**config.mk**
```make
export PLATFORM = sky130hd
export DESIGN_NAME = dual_issue_pair
export DESIGN_NICKNAME = d
export VERILOG_FILES = /design/src/rtl/dip_pkg.sv /design/src/rtl/dip_desc_split.sv /design/src/rtl/dip_pair_rule.sv /design/src/rtl/dip_hazard.sv /design/src/rtl/dip_issue_stage.sv /design/src/rtl/dual_issue_pair.sv
export SDC_FILE = /design/constraint.sdc
export NUM_CORES = 1
export LEC_CHECK = 0
export CAP_MARGIN = 20
export CORE_MARGIN = 2
export CORE_UTILIZATION = 42
export DETAILED_ROUTE_END_ITERATION = 7
export PLACE_DENSITY_LB_ADDON = 0.1
export SLEW_MARGIN = 20
export SYNTH_ARGS = -nofsm -noshare
export SYNTH_HDL_FRONTEND = slang
export SYNTH_SLANG_ARGS = --single-unit
```
**constraint.sdc**
```tcl
create_clock -name clk_i -period 5.1 [get_ports clk_i]
set_input_delay 1.53 -clock clk_i [delete_from_list [all_inputs] [get_ports clk_i]]
set_output_delay 1.53 -clock clk_i [all_outputs]
set_load 0.05 [all_outputs]
```
**src/rtl/dip_pkg.sv**
```systemverilog
package dip_pkg;

  localparam int unsigned CLS_W = 4;

  typedef enum logic [CLS_W-1:0] {
    CLS_DP     = 4'd0,
    CLS_DP_RSH = 4'd1,
    CLS_MUL    = 4'd2,
    CLS_MULS   = 4'd3,
    CLS_MOV    = 4'd4,
    CLS_LD     = 4'd5,
    CLS_LD_X   = 4'd6,
    CLS_ST     = 4'd7,
    CLS_ST_X   = 4'd8,
    CLS_LSM    = 4'd9,
    CLS_MSR    = 4'd10,
    CLS_EXC    = 4'd11,
    CLS_CTL    = 4'd12,
    CLS_BIMM   = 4'd13,
    CLS_IT     = 4'd14,
    CLS_NOP    = 4'd15
  } cls_e;

  typedef enum logic [1:0] {
    PATH_NONE = 2'd0,
    PATH_ALU  = 2'd1,
    PATH_LSU  = 2'd2,
    PATH_MAC  = 2'd3
  } path_e;

  function automatic path_e cls_path(cls_e c);
    path_e p;
    case (c)
      CLS_DP, CLS_DP_RSH, CLS_MOV, CLS_MSR:       p = PATH_ALU;
      CLS_LD, CLS_LD_X, CLS_ST, CLS_ST_X, CLS_LSM: p = PATH_LSU;
      CLS_MUL, CLS_MULS:                           p = PATH_MAC;
      default:                                     p = PATH_NONE;
    endcase
    return p;
  endfunction

endpackage

```
**src/rtl/dip_desc_split.sv**
```systemverilog
module dip_desc_split
  import dip_pkg::*;
#(
  parameter int unsigned REG_W  = 4,
  parameter int unsigned DESC_W = 3*(REG_W+1)+6
) (
  input  logic [DESC_W-1:0] desc_i,
  output cls_e              cls_o,
  output logic [REG_W-1:0]  src0_o,
  output logic              src0_v_o,
  output logic [REG_W-1:0]  src1_o,
  output logic              src1_v_o,
  output logic [REG_W-1:0]  dst_o,
  output logic              dst_v_o,
  output logic              set_f_o,
  output logic              rd_f_o
);
  localparam int unsigned SRC0_LSB = CLS_W;
  localparam int unsigned SRC0_VB  = SRC0_LSB + REG_W;
  localparam int unsigned SRC1_LSB = SRC0_VB + 1;
  localparam int unsigned SRC1_VB  = SRC1_LSB + REG_W;
  localparam int unsigned DST_LSB  = SRC1_VB + 1;
  localparam int unsigned DST_VB   = DST_LSB + REG_W;
  localparam int unsigned SETF_B   = DST_VB + 1;
  localparam int unsigned RDF_B    = SETF_B + 1;

  assign cls_o    = cls_e'(desc_i[CLS_W-1:0]);
  assign src0_o   = desc_i[SRC0_LSB +: REG_W];
  assign src0_v_o = desc_i[SRC0_VB];
  assign src1_o   = desc_i[SRC1_LSB +: REG_W];
  assign src1_v_o = desc_i[SRC1_VB];
  assign dst_o    = desc_i[DST_LSB +: REG_W];
  assign dst_v_o  = desc_i[DST_VB];
  assign set_f_o  = desc_i[SETF_B];
  assign rd_f_o   = desc_i[RDF_B];

endmodule

```
**src/rtl/dip_pair_rule.sv**
```systemverilog
module dip_pair_rule
  import dip_pkg::*;
(
  input  cls_e cls0_i,
  input  cls_e cls1_i,
  output logic pair_ok_o
);
  logic first_any_ok;
  logic second_any;
  logic second_dp;
  logic second_dp_rsh;
  logic ok_any;
  logic ok_ls;
  logic ok_mov;

  always_comb begin
    // older slot may host a trailing branch/IT/NOP unless it is a heavy control op
    first_any_ok  = !(cls0_i inside {CLS_MULS, CLS_LSM, CLS_MSR, CLS_EXC, CLS_CTL});
    second_any    = cls1_i inside {CLS_BIMM, CLS_IT, CLS_NOP};
    second_dp     = cls1_i inside {CLS_DP, CLS_MOV};
    second_dp_rsh = cls1_i inside {CLS_DP, CLS_DP_RSH, CLS_MOV};
    ok_any        = first_any_ok && second_any;
    ok_ls         = (cls0_i inside {CLS_LD, CLS_ST}) && second_dp;
    ok_mov        = (cls0_i == CLS_MOV) && second_dp_rsh;
    pair_ok_o     = ok_any || ok_ls || ok_mov;
  end

endmodule

```
**src/rtl/dip_hazard.sv**
```systemverilog
module dip_hazard #(
  parameter int unsigned REG_W = 4
) (
  input  logic [REG_W-1:0] dst0_i,
  input  logic             dst0_v_i,
  input  logic             set_f0_i,
  input  logic             rd_f0_i,
  input  logic [REG_W-1:0] src0_1_i,
  input  logic             src0_v1_i,
  input  logic [REG_W-1:0] src1_1_i,
  input  logic             src1_v1_i,
  input  logic [REG_W-1:0] dst1_i,
  input  logic             dst1_v_i,
  input  logic             set_f1_i,
  input  logic             rd_f1_i,
  output logic             hazard_o
);
  localparam logic [REG_W-1:0] PC_IDX = '1;

  logic raw;
  logic waw;
  logic flag_clash;
  logic pc_wr;

  always_comb begin
    raw        = dst0_v_i && ((src0_v1_i && (src0_1_i == dst0_i)) ||
                              (src1_v1_i && (src1_1_i == dst0_i)));
    waw        = dst0_v_i && dst1_v_i && (dst1_i == dst0_i);
    flag_clash = (set_f0_i && (set_f1_i || rd_f1_i)) || (rd_f0_i && set_f1_i);
    pc_wr      = (dst0_v_i && (dst0_i == PC_IDX)) || (dst1_v_i && (dst1_i == PC_IDX));
    hazard_o   = raw || waw || flag_clash || pc_wr;
  end

endmodule

```
**src/rtl/dip_issue_stage.sv**
```systemverilog
module dip_issue_stage
  import dip_pkg::*;
#(
  parameter int unsigned REG_W = 4
) (
  input  logic                            clk_i,
  input  logic                            rst_ni,
  input  logic [1:0]                      issue_i,
  input  cls_e [1:0]                      cls_i,
  input  logic [1:0][REG_W-1:0]           src0_i,
  input  logic [1:0]                      src0_v_i,
  input  logic [1:0][REG_W-1:0]           src1_i,
  input  logic [1:0]                      src1_v_i,
  input  logic [1:0][REG_W-1:0]           dst_i,
  input  logic [1:0]                      dst_v_i,
  output logic [1:0]                      issue_o,
  output logic [1:0]                      wp_en_o,
  output logic [1:0][REG_W-1:0]           wp_reg_o,
  output logic [3:0]                      rp_en_o,
  output logic [3:0][REG_W-1:0]           rp_reg_o,
  output path_e [1:0]                     path_o
);
  localparam int unsigned SLOTS = 2;

  logic [SLOTS-1:0]              slot_on;
  logic [SLOTS-1:0]              wp_en_d;
  logic [SLOTS-1:0][REG_W-1:0]   wp_reg_d;
  logic [2*SLOTS-1:0]            rp_en_d;
  logic [2*SLOTS-1:0][REG_W-1:0] rp_reg_d;
  path_e [SLOTS-1:0]             path_d;

  for (genvar g = 0; g < SLOTS; g++) begin : g_slot
    assign slot_on[g]      = issue_i > 2'(g);
    assign wp_en_d[g]      = slot_on[g] && dst_v_i[g];
    assign wp_reg_d[g]     = wp_en_d[g] ? dst_i[g] : '0;
    assign rp_en_d[2*g]    = slot_on[g] && src0_v_i[g];
    assign rp_en_d[2*g+1]  = slot_on[g] && src1_v_i[g];
    assign rp_reg_d[2*g]   = rp_en_d[2*g]   ? src0_i[g] : '0;
    assign rp_reg_d[2*g+1] = rp_en_d[2*g+1] ? src1_i[g] : '0;
    assign path_d[g]       = slot_on[g] ? cls_path(cls_i[g]) : PATH_NONE;
  end

  always_ff @(posedge clk_i or negedge rst_ni) begin
    if (!rst_ni) begin
      issue_o  <= '0;
      wp_en_o  <= '0;
      wp_reg_o <= '0;
      rp_en_o  <= '0;
      rp_reg_o <= '0;
      path_o   <= {SLOTS{PATH_NONE}};
    end else begin
      issue_o  <= issue_i;
      wp_en_o  <= wp_en_d;
      wp_reg_o <= wp_reg_d;
      rp_en_o  <= rp_en_d;
      rp_reg_o <= rp_reg_d;
      path_o   <= path_d;
    end
  end

endmodule

```
**src/rtl/dual_issue_pair.sv**
```systemverilog
module dual_issue_pair
  import dip_pkg::*;
#(
  parameter int unsigned REG_W  = 4,
  parameter int unsigned DESC_W = 3*(REG_W+1)+6
) (
  input  logic                 clk_i,
  input  logic                 rst_ni,
  input  logic [1:0]           vld_cnt_i,
  input  logic [DESC_W-1:0]    desc0_i,
  input  logic [DESC_W-1:0]    desc1_i,
  output logic [1:0]           pop_cnt_o,
  output logic [1:0]           issue_cnt_o,
  output logic                 wp0_en_o,
  output logic [REG_W-1:0]     wp0_reg_o,
  output logic                 wp1_en_o,
  output logic [REG_W-1:0]     wp1_reg_o,
  output logic [3:0]           rp_en_o,
  output logic [4*REG_W-1:0]   rp_reg_o,
  output logic [1:0]           path0_o,
  output logic [1:0]           path1_o
);
  localparam int unsigned SLOTS = 2;

  logic [SLOTS-1:0][DESC_W-1:0] desc_w;
  cls_e [SLOTS-1:0]             cls_w;
  logic [SLOTS-1:0][REG_W-1:0]  src0_w;
  logic [SLOTS-1:0][REG_W-1:0]  src1_w;
  logic [SLOTS-1:0][REG_W-1:0]  dst_w;
  logic [SLOTS-1:0]             src0_v_w;
  logic [SLOTS-1:0]             src1_v_w;
  logic [SLOTS-1:0]             dst_v_w;
  logic [SLOTS-1:0]             set_f_w;
  logic [SLOTS-1:0]             rd_f_w;

  logic                         pair_ok;
  logic                         hazard;
  logic                         two_avail;
  logic [1:0]                   issue_w;

  logic [SLOTS-1:0]             wp_en_w;
  logic [SLOTS-1:0][REG_W-1:0]  wp_reg_w;
  logic [3:0][REG_W-1:0]        rp_reg_w;
  path_e [SLOTS-1:0]            path_w;

  assign desc_w[0] = desc0_i;
  assign desc_w[1] = desc1_i;

  for (genvar g = 0; g < SLOTS; g++) begin : g_split
    dip_desc_split #(.REG_W(REG_W), .DESC_W(DESC_W)) i_split (
      .desc_i   (desc_w[g]),
      .cls_o    (cls_w[g]),
      .src0_o   (src0_w[g]),
      .src0_v_o (src0_v_w[g]),
      .src1_o   (src1_w[g]),
      .src1_v_o (src1_v_w[g]),
      .dst_o    (dst_w[g]),
      .dst_v_o  (dst_v_w[g]),
      .set_f_o  (set_f_w[g]),
      .rd_f_o   (rd_f_w[g])
    );
  end

  dip_pair_rule i_rule (
    .cls0_i    (cls_w[0]),
    .cls1_i    (cls_w[1]),
    .pair_ok_o (pair_ok)
  );

  dip_hazard #(.REG_W(REG_W)) i_hazard (
    .dst0_i    (dst_w[0]),
    .dst0_v_i  (dst_v_w[0]),
    .set_f0_i  (set_f_w[0]),
    .rd_f0_i   (rd_f_w[0]),
    .src0_1_i  (src0_w[1]),
    .src0_v1_i (src0_v_w[1]),
    .src1_1_i  (src1_w[1]),
    .src1_v1_i (src1_v_w[1]),
    .dst1_i    (dst_w[1]),
    .dst1_v_i  (dst_v_w[1]),
    .set_f1_i  (set_f_w[1]),
    .rd_f1_i   (rd_f_w[1]),
    .hazard_o  (hazard)
  );

  // a count of 3 is read as "two or more present"
  assign two_avail = vld_cnt_i[1];

  always_comb begin
    if (vld_cnt_i == 2'd0)                issue_w = 2'd0;
    else if (two_avail && pair_ok && !hazard) issue_w = 2'd2;
    else                                  issue_w = 2'd1;
  end

  assign pop_cnt_o = issue_w;

  dip_issue_stage #(.REG_W(REG_W)) i_stage (
    .clk_i    (clk_i),
    .rst_ni   (rst_ni),
    .issue_i  (issue_w),
    .cls_i    (cls_w),
    .src0_i   (src0_w),
    .src0_v_i (src0_v_w),
    .src1_i   (src1_w),
    .src1_v_i (src1_v_w),
    .dst_i    (dst_w),
    .dst_v_i  (dst_v_w),
    .issue_o  (issue_cnt_o),
    .wp_en_o  (wp_en_w),
    .wp_reg_o (wp_reg_w),
    .rp_en_o  (rp_en_o),
    .rp_reg_o (rp_reg_w),
    .path_o   (path_w)
  );

  assign wp0_en_o  = wp_en_w[0];
  assign wp1_en_o  = wp_en_w[1];
  assign wp0_reg_o = wp_reg_w[0];
  assign wp1_reg_o = wp_reg_w[1];
  assign rp_reg_o  = rp_reg_w;
  assign path0_o   = path_w[0];
  assign path1_o   = path_w[1];

endmodule

```
==> Word-level counts from Yosys, hierarchy flattened <==
Memories as Yosys holds them, arrays and structs flattened.
Cells that the tools add are included.
{ "totals": {"out_inout_bits": 38, "memories": 2, "reg_bits": 36, "input_bits": 46, "romBits": 64} }
{ "memory_table": {"columns": ["memory", "words", "width", "rd", "rd_ports_with_merged_regs", "write_ports", "line", "rtl"], "rows": [
  ["(no name shown)", 16, 2, 1, 0, 0, "dip_pkg.sv:33", "case (c)"],
  ["(no name shown)", 16, 2, 1, 0, 0, "dip_pkg.sv:33", null]
]} }
{ "op_classes": {"magnitude_cmp": 2, "eq_ne": 18, "reduce_logical": 38, "mux": 10} }
{ "ops": {"columns": ["operator", "count"], "rows": [
  ["$eq 4x4->1 const B", 9],
  ["$mux 4", 6],
  ["$logic_and 1x1->1", 20],
  ["$eq 4x3->1 const B", 4],
  ["$eq 4x4->1", 3],
  ["$logic_or 1x1->1", 9],
  ["$mux 2", 4],
  ["$reduce_bool 3->1", 2],
  ["$reduce_bool 5->1", 1],
  ["$eq 4x1->1 const B", 1],
  ["$eq 4x2->1 const B", 1],
  ["$gt 2x1->1 const B", 2],
  ["$logic_not 4->1", 1],
  ["$reduce_bool 2->1", 2],
  ["$logic_not 1->1", 2],
  ["$logic_not 2->1", 1]
]} }

==> Depth between registers and ports, before layout <==
{ "logic_depth": {"depth_word": 14, "depth_mapped": 7, "ltp_nobuf": 5} }

==> Hierarchy <==
A second synthesis with hierarchy kept.
{ "unflattened": {"hier_cells": 166, "area_unflattened_um2": 1808.0} }
{ "modules_own_cells": {"columns": ["module", "cells_per_inst", "area_per_inst_um2", "instances"], "rows": [
  ["dip_issue_stage", 84, 1217.4, 1],
  ["dip_desc_split", 21, 157.7, 2],
  ["dip_hazard", 26, 188.9, 1],
  ["dip_pair_rule", 11, 70.1, 1],
  ["dual_issue_pair", 3, 16.3, 1]
]} }

==> Least setup slack after synthesis <==
OpenSTA, ideal clock, no wires.
{ "synth_path": {"kind": "input to output", "startpoint": "input port desc0_i[0]", "endpoint": "output port pop_cnt_o[1]", "t_arrival_ns": 3.526, "setup_slack_ns": 0.044, "cell_stages": 7, "path_cell_list": "o21ai_0 nand4b_1 o32a_1 or4_1 buf_6 buf_12 nor2_1"} }
{ "synth_via": {"elab_chain_len": 10, "word_cells_on_any_way": 20} }
{ "synth_rtl": {"columns": ["item", "line", "rtl"], "rows": [
  ["start, declared", "dual_issue_pair.sv:10", "input logic [DESC_W-1:0] desc0_i,"],
  ["$eq 4x2->1 or $eq 4x4->1 (tied branches)", "dip_pair_rule.sv:18", "first_any_ok = !(cls0_i inside {CLS_MULS, CLS_LSM, CLS_MSR, CLS_EXC, CLS_CTL});"],
  ["$reduce_bool 5->1", "dip_pair_rule.sv:18", null],
  ["$logic_not 1->1", "dip_pair_rule.sv:18", null],
  ["$logic_and 1x1->1", "dip_pair_rule.sv:22", "ok_any = first_any_ok && second_any;"],
  ["$logic_or 1x1->1", "dip_pair_rule.sv:25", "pair_ok_o = ok_any || ok_ls || ok_mov;"],
  ["$logic_or 1x1->1 *", "dip_pair_rule.sv:25", null],
  ["$logic_and 1x1->1 * (2 in a row)", "dual_issue_pair.sv:91", "else if (two_avail && pair_ok && !hazard) issue_w = 2'd2;"],
  ["$mux 2 *", "dual_issue_pair.sv:91", null],
  ["$mux 2 *", "dual_issue_pair.sv:90", "if (vld_cnt_i == 2'd0) issue_w = 2'd0;"],
  ["end, declared", "dual_issue_pair.sv:12", "output logic [1:0] pop_cnt_o,"]
]} }
Mark *: on every way between the ends. The rest lies on a longest branch, timed or not.

==> Worst setup path in the final report <==
{ "layout_path": {"startpoint": "input port desc0_i[0]", "endpoint": "output port pop_cnt_o[0]"} }
The elaborated chain is that of the path after synthesis.

==> results by group <==
Status
  – Run status: finished, final reports clean

Detailed routing
  – Initial DRT Pass Iterations: 3
  – Routed wirelength normalized by instance count: between 10 and 15 um
  – Vias per cell: 4.91
  – Vias after detailed routing: 1,364
  – Detail Route Antenna Nets: 0
  – DRC violation total after the first TritonRoute iteration: 63
  – Residual DRC: 0
  – Final wirelength: roughly 3.7 mm

Timing
  – Max transition margin: a little under half
  – Worst Max-Slew Pin Slew: roughly 800 ps
  – Post-layout min period: 5010 ps
  – Unrepaired setup endpoints after global routing: yes
  – Period utilisation layout: a little over nine tenths
  – FMAX: 0.200 GHz
  – Final hold violation count: 0
  – Number of endpoints failing setup at the final stage: 0
  – Max-slew violation count: 0

Setup path
  – Critical path arrival: between 3000 and 4000 ps
  – Nature of the critical path startpoint: primary input
  – Biggest cell delay along the critical path: roughly 550 ps
  – Series of cell instances along the critical path: clkdlybuf4s50_1 > nand2b_1 > nand4b_1 > o32a_1 > or4_4 > o21a_1 > buf_12
  – Worst setup path end: pop_cnt_o[0]
  – WP buf/inv: 2
  – Critical path fanouts, max: 4
  – Crit Path Category: in2out
  – Endpoint required time on the critical path: about 3600 ps
  – Critical Path End Type: output pin
  – Cell with the largest stage delay on the worst path: sky130_fd_sc_hd__or4_4
  – CP top delay family: simple AND/OR/NAND/NOR gates
  – Launching instance or port of the critical path: desc0_i[0]
  – Path length in cells of the critical path: 7

Synth
  – Number of nets produced by synthesis: roughly 180
  – Post-synth cell types: 33
  – Cell types occupying the most area after synthesis: sky130_fd_sc_hd__dfrtp_1 58%, sky130_fd_sc_hd__nor3_2 5.8%, sky130_fd_sc_hd__xor2_1 5.0%
  – Async set-or-reset flop fraction in the synthesized netlist: 100%
  – Number of synthesized register bits: 36
  – Area fraction of the dominant cell type after synthesis: about 58%
  – Count of mapped cells out of synthesis: between 100 and 150
  – Biggest area consumer among synthesized cells: sky130_fd_sc_hd__dfrtp_1
  – Register area share after synthesis: ~58%
  – Number of enable-type register cells in the synthesized netlist: 0
  – Average cell area after synthesis: about 12 sq um
  – Most frequently used cell type in the post-synthesis netlist: sky130_fd_sc_hd__dfrtp_1
  – Post-synthesis cell area: between 0.0015 and 0.002 sq mm
  – Top cell types by occurrence after synthesis: 36 x sky130_fd_sc_hd__dfrtp_1, 14 x sky130_fd_sc_hd__nand2_1, 12 x sky130_fd_sc_hd__and3_1
  – Most used flip-flop cell after synthesis: sky130_fd_sc_hd__dfrtp_1
  – Number of warnings reported in the yosys synthesis log: 0

Global route
  – Global router's overall resource usage: approximately a fifth
  – Antenna violations before repair: 0
  – Aggregate global routing overflow: 0
  – Vias in the first global route: about 1,300
  – First-pass GRT wire length: roughly 6.0 mm
  – Maximum number of pins on one net before global-route repair: 37

Clock tree
  – Clock Root Buffer: sky130_fd_sc_hd__clkbuf_8
  – Clock-pin slew on the worst setup and hold paths: 70 ps
  – Clock tree from TritonCTS: yes
  – Clock tree sinks: 36
  – Inserted Clock Buffers: 5
  – Setup bufs post-CTS: 0
  – Maximum level of the CTS H-tree: 2
  – Bufs on Longest Clock Path: 2

Cells and area
  – Share of cells above drive strength 1: ~15%
  – Nets@finish: 275
  – Diodes inserted: 0
  – Final Instance Area: roughly 0.0026 sq mm
  – Area Growth Syn to Fin: 67.4%

Floorplanning
  – Die extent in y: 65.0 um
  – Die ar.: approximately 0.0042 sq mm
  – Num ports: 84
  – Starting Density: between 40% and 50%
  – Floorplan die width: around 65 um
  – Total number of placement rows: 22
  – Core region area: 0.00363 sq mm

Hold path
  – Worst min-delay path category: in2async

Pwr
  – Fraction of power consumed by the clock network: between 30% and 40%
  – Net Sw Power: 0.000182 W
  – Power, Total: slightly below 0.0007 W
  – Portion of total power attributed to combinational logic: between 20% and 30%
  – Leak: 1.16 nW
  – Fraction of power consumed by sequential logic: between 40% and 50%
  – IR Drop Worst-Case VDD: ~180 uV
  – Sw frac: a little over a quarter
  – Cell-internal power: ~0.00051 W
  – Power per Cell Area: between 200 and 300 mW/mm^2

Place
  – Final Wtd Congestion: just over 0.8
  – IO Port Bufs: 83
  – Post-placement cell area: roughly 0.0025 sq mm
  – DPL Wire Length: slightly below 3 mm

Job
  – Count of max-cap constraint violations: 0
==> state kept, by name, indices dropped and copies added (netlist names) <==
| name | count |
|---|---|
| i_stage.rp_reg_o | 16 |
| i_stage.wp_reg_o | 8 |
| i_stage.path_o | 4 |
| i_stage.rp_en_o | 4 |
| i_stage.issue_o | 2 |
| i_stage.wp_en_o | 2 |
==> logic make-up after synthesis <==
logic type      after synthesis  synth area share [%]
compound gates               14                  6.47
xor+xnor                     12                  6.72
buf+inv                       8                  3.52
flops                        36                  57.6
mux                           2                  1.44
other cells                   1                 0.240
simple gates                 62                  24.1
==> stage by stage <==
stage          hold WS [ps]  utilization [%]  setup slack (ps)  cells  TNS [ps]
2_1_floorplan          1230                -              44.2    135         0
5_1_grt                1380             72.1             -1.74    278     -1.74
3_5_place_dp           1650             69.0             -4.71    270     -4.71
6_report               1330             72.1              90.1    278         0
3_3_place_gp           1630             69.0              11.1    270         0
4_1_cts                1350             72.0              13.1    278         0
==> worst min-delay path by stage <==
| stage | slack [ps] | end | cells after the start | start |
|---|---|---|---|---|
| after floorplan | 1230 | i_stage.issue_o[0] | 0 | rst_ni |
| after global placement | 1630 | i_stage.rp_en_o[0] | 1 | rst_ni |
| after detailed placement | 1650 | i_stage.rp_en_o[0] | 1 | rst_ni |
| after CTS | 1350 | i_stage.rp_en_o[0] | 1 | rst_ni |
| after global routing | 1380 | i_stage.rp_en_o[0] | 1 | rst_ni |
| final | 1330 | i_stage.rp_en_o[0] | 1 | rst_ni |
==> per-layer routing <==
layer / part of all wire, % / track usage (%) / up-vias
li1: - / - / 663
met1: 40 / 21.6 / 645
met2: 50 / 33.0 / 54
met3: 9.3 / 6.94 / 2
met4: 0.57 / 4.69 / 0
met5: 0 / 0 / -
==> power groups by stage <==
stage	sequential [W]	combinational, W	clock, W
CTS	0.000298	0.000155	0.000247
floorplan	0.000341	0.0000337	0
detailed placement	0.000304	0.000154	0
global placement	0.000303	0.000152	0
global route	0.000299	0.000165	0.000261
finish	0.000298	0.000154	0.000240
==> layout make-up <==
| cell class | count | area, sq um |
|---|---|---|
| Tap cell | 48 | 60.1 |
| Inverter | 3 | 11.3 |
| Sequential cell | 36 | 901 |
| Fill cell | 286 | 1010 |
| Clock inverter | 2 | 35.0 |
| Clock buffer | 6 | 72.6 |
| Multi-Input combinational cell | 91 | 627 |
| Timing Repair Buffer | 92 | 913 |
==> what timing repair did <==
action	in CTS	in global routing
resized for setup	1	2
hold buffers	0	0
endpoints found under the setup margin	1	2
cloned	0	0
==> placed cells by master, fill, tap and decap left out, drive strengths merged <==
master         instances
o22a                   1
o41ai                  1
and3                  12
mux2                   2
conb                   1
clkbuf                 6
nand2b                 1
nor4                   1
o32a                   1
clkdlybuf4s50         80
nand4b                 1
buf                   12
or2                    1
or4                    1
or4bb                  1
a21oi                  3
o2111ai                1
clkinv                 1
and2                   4
nor2                   3
bufinv                 1
inv                    3
nand4                  2
nand3                  3
o22ai                  2
o21a                   2
nor3                  17
o21ai                  3
xor2                   9
xnor2                  3
nor3b                  1
nand2                 14
dfrtp                 36
Power figures use the tool's default switching activity.
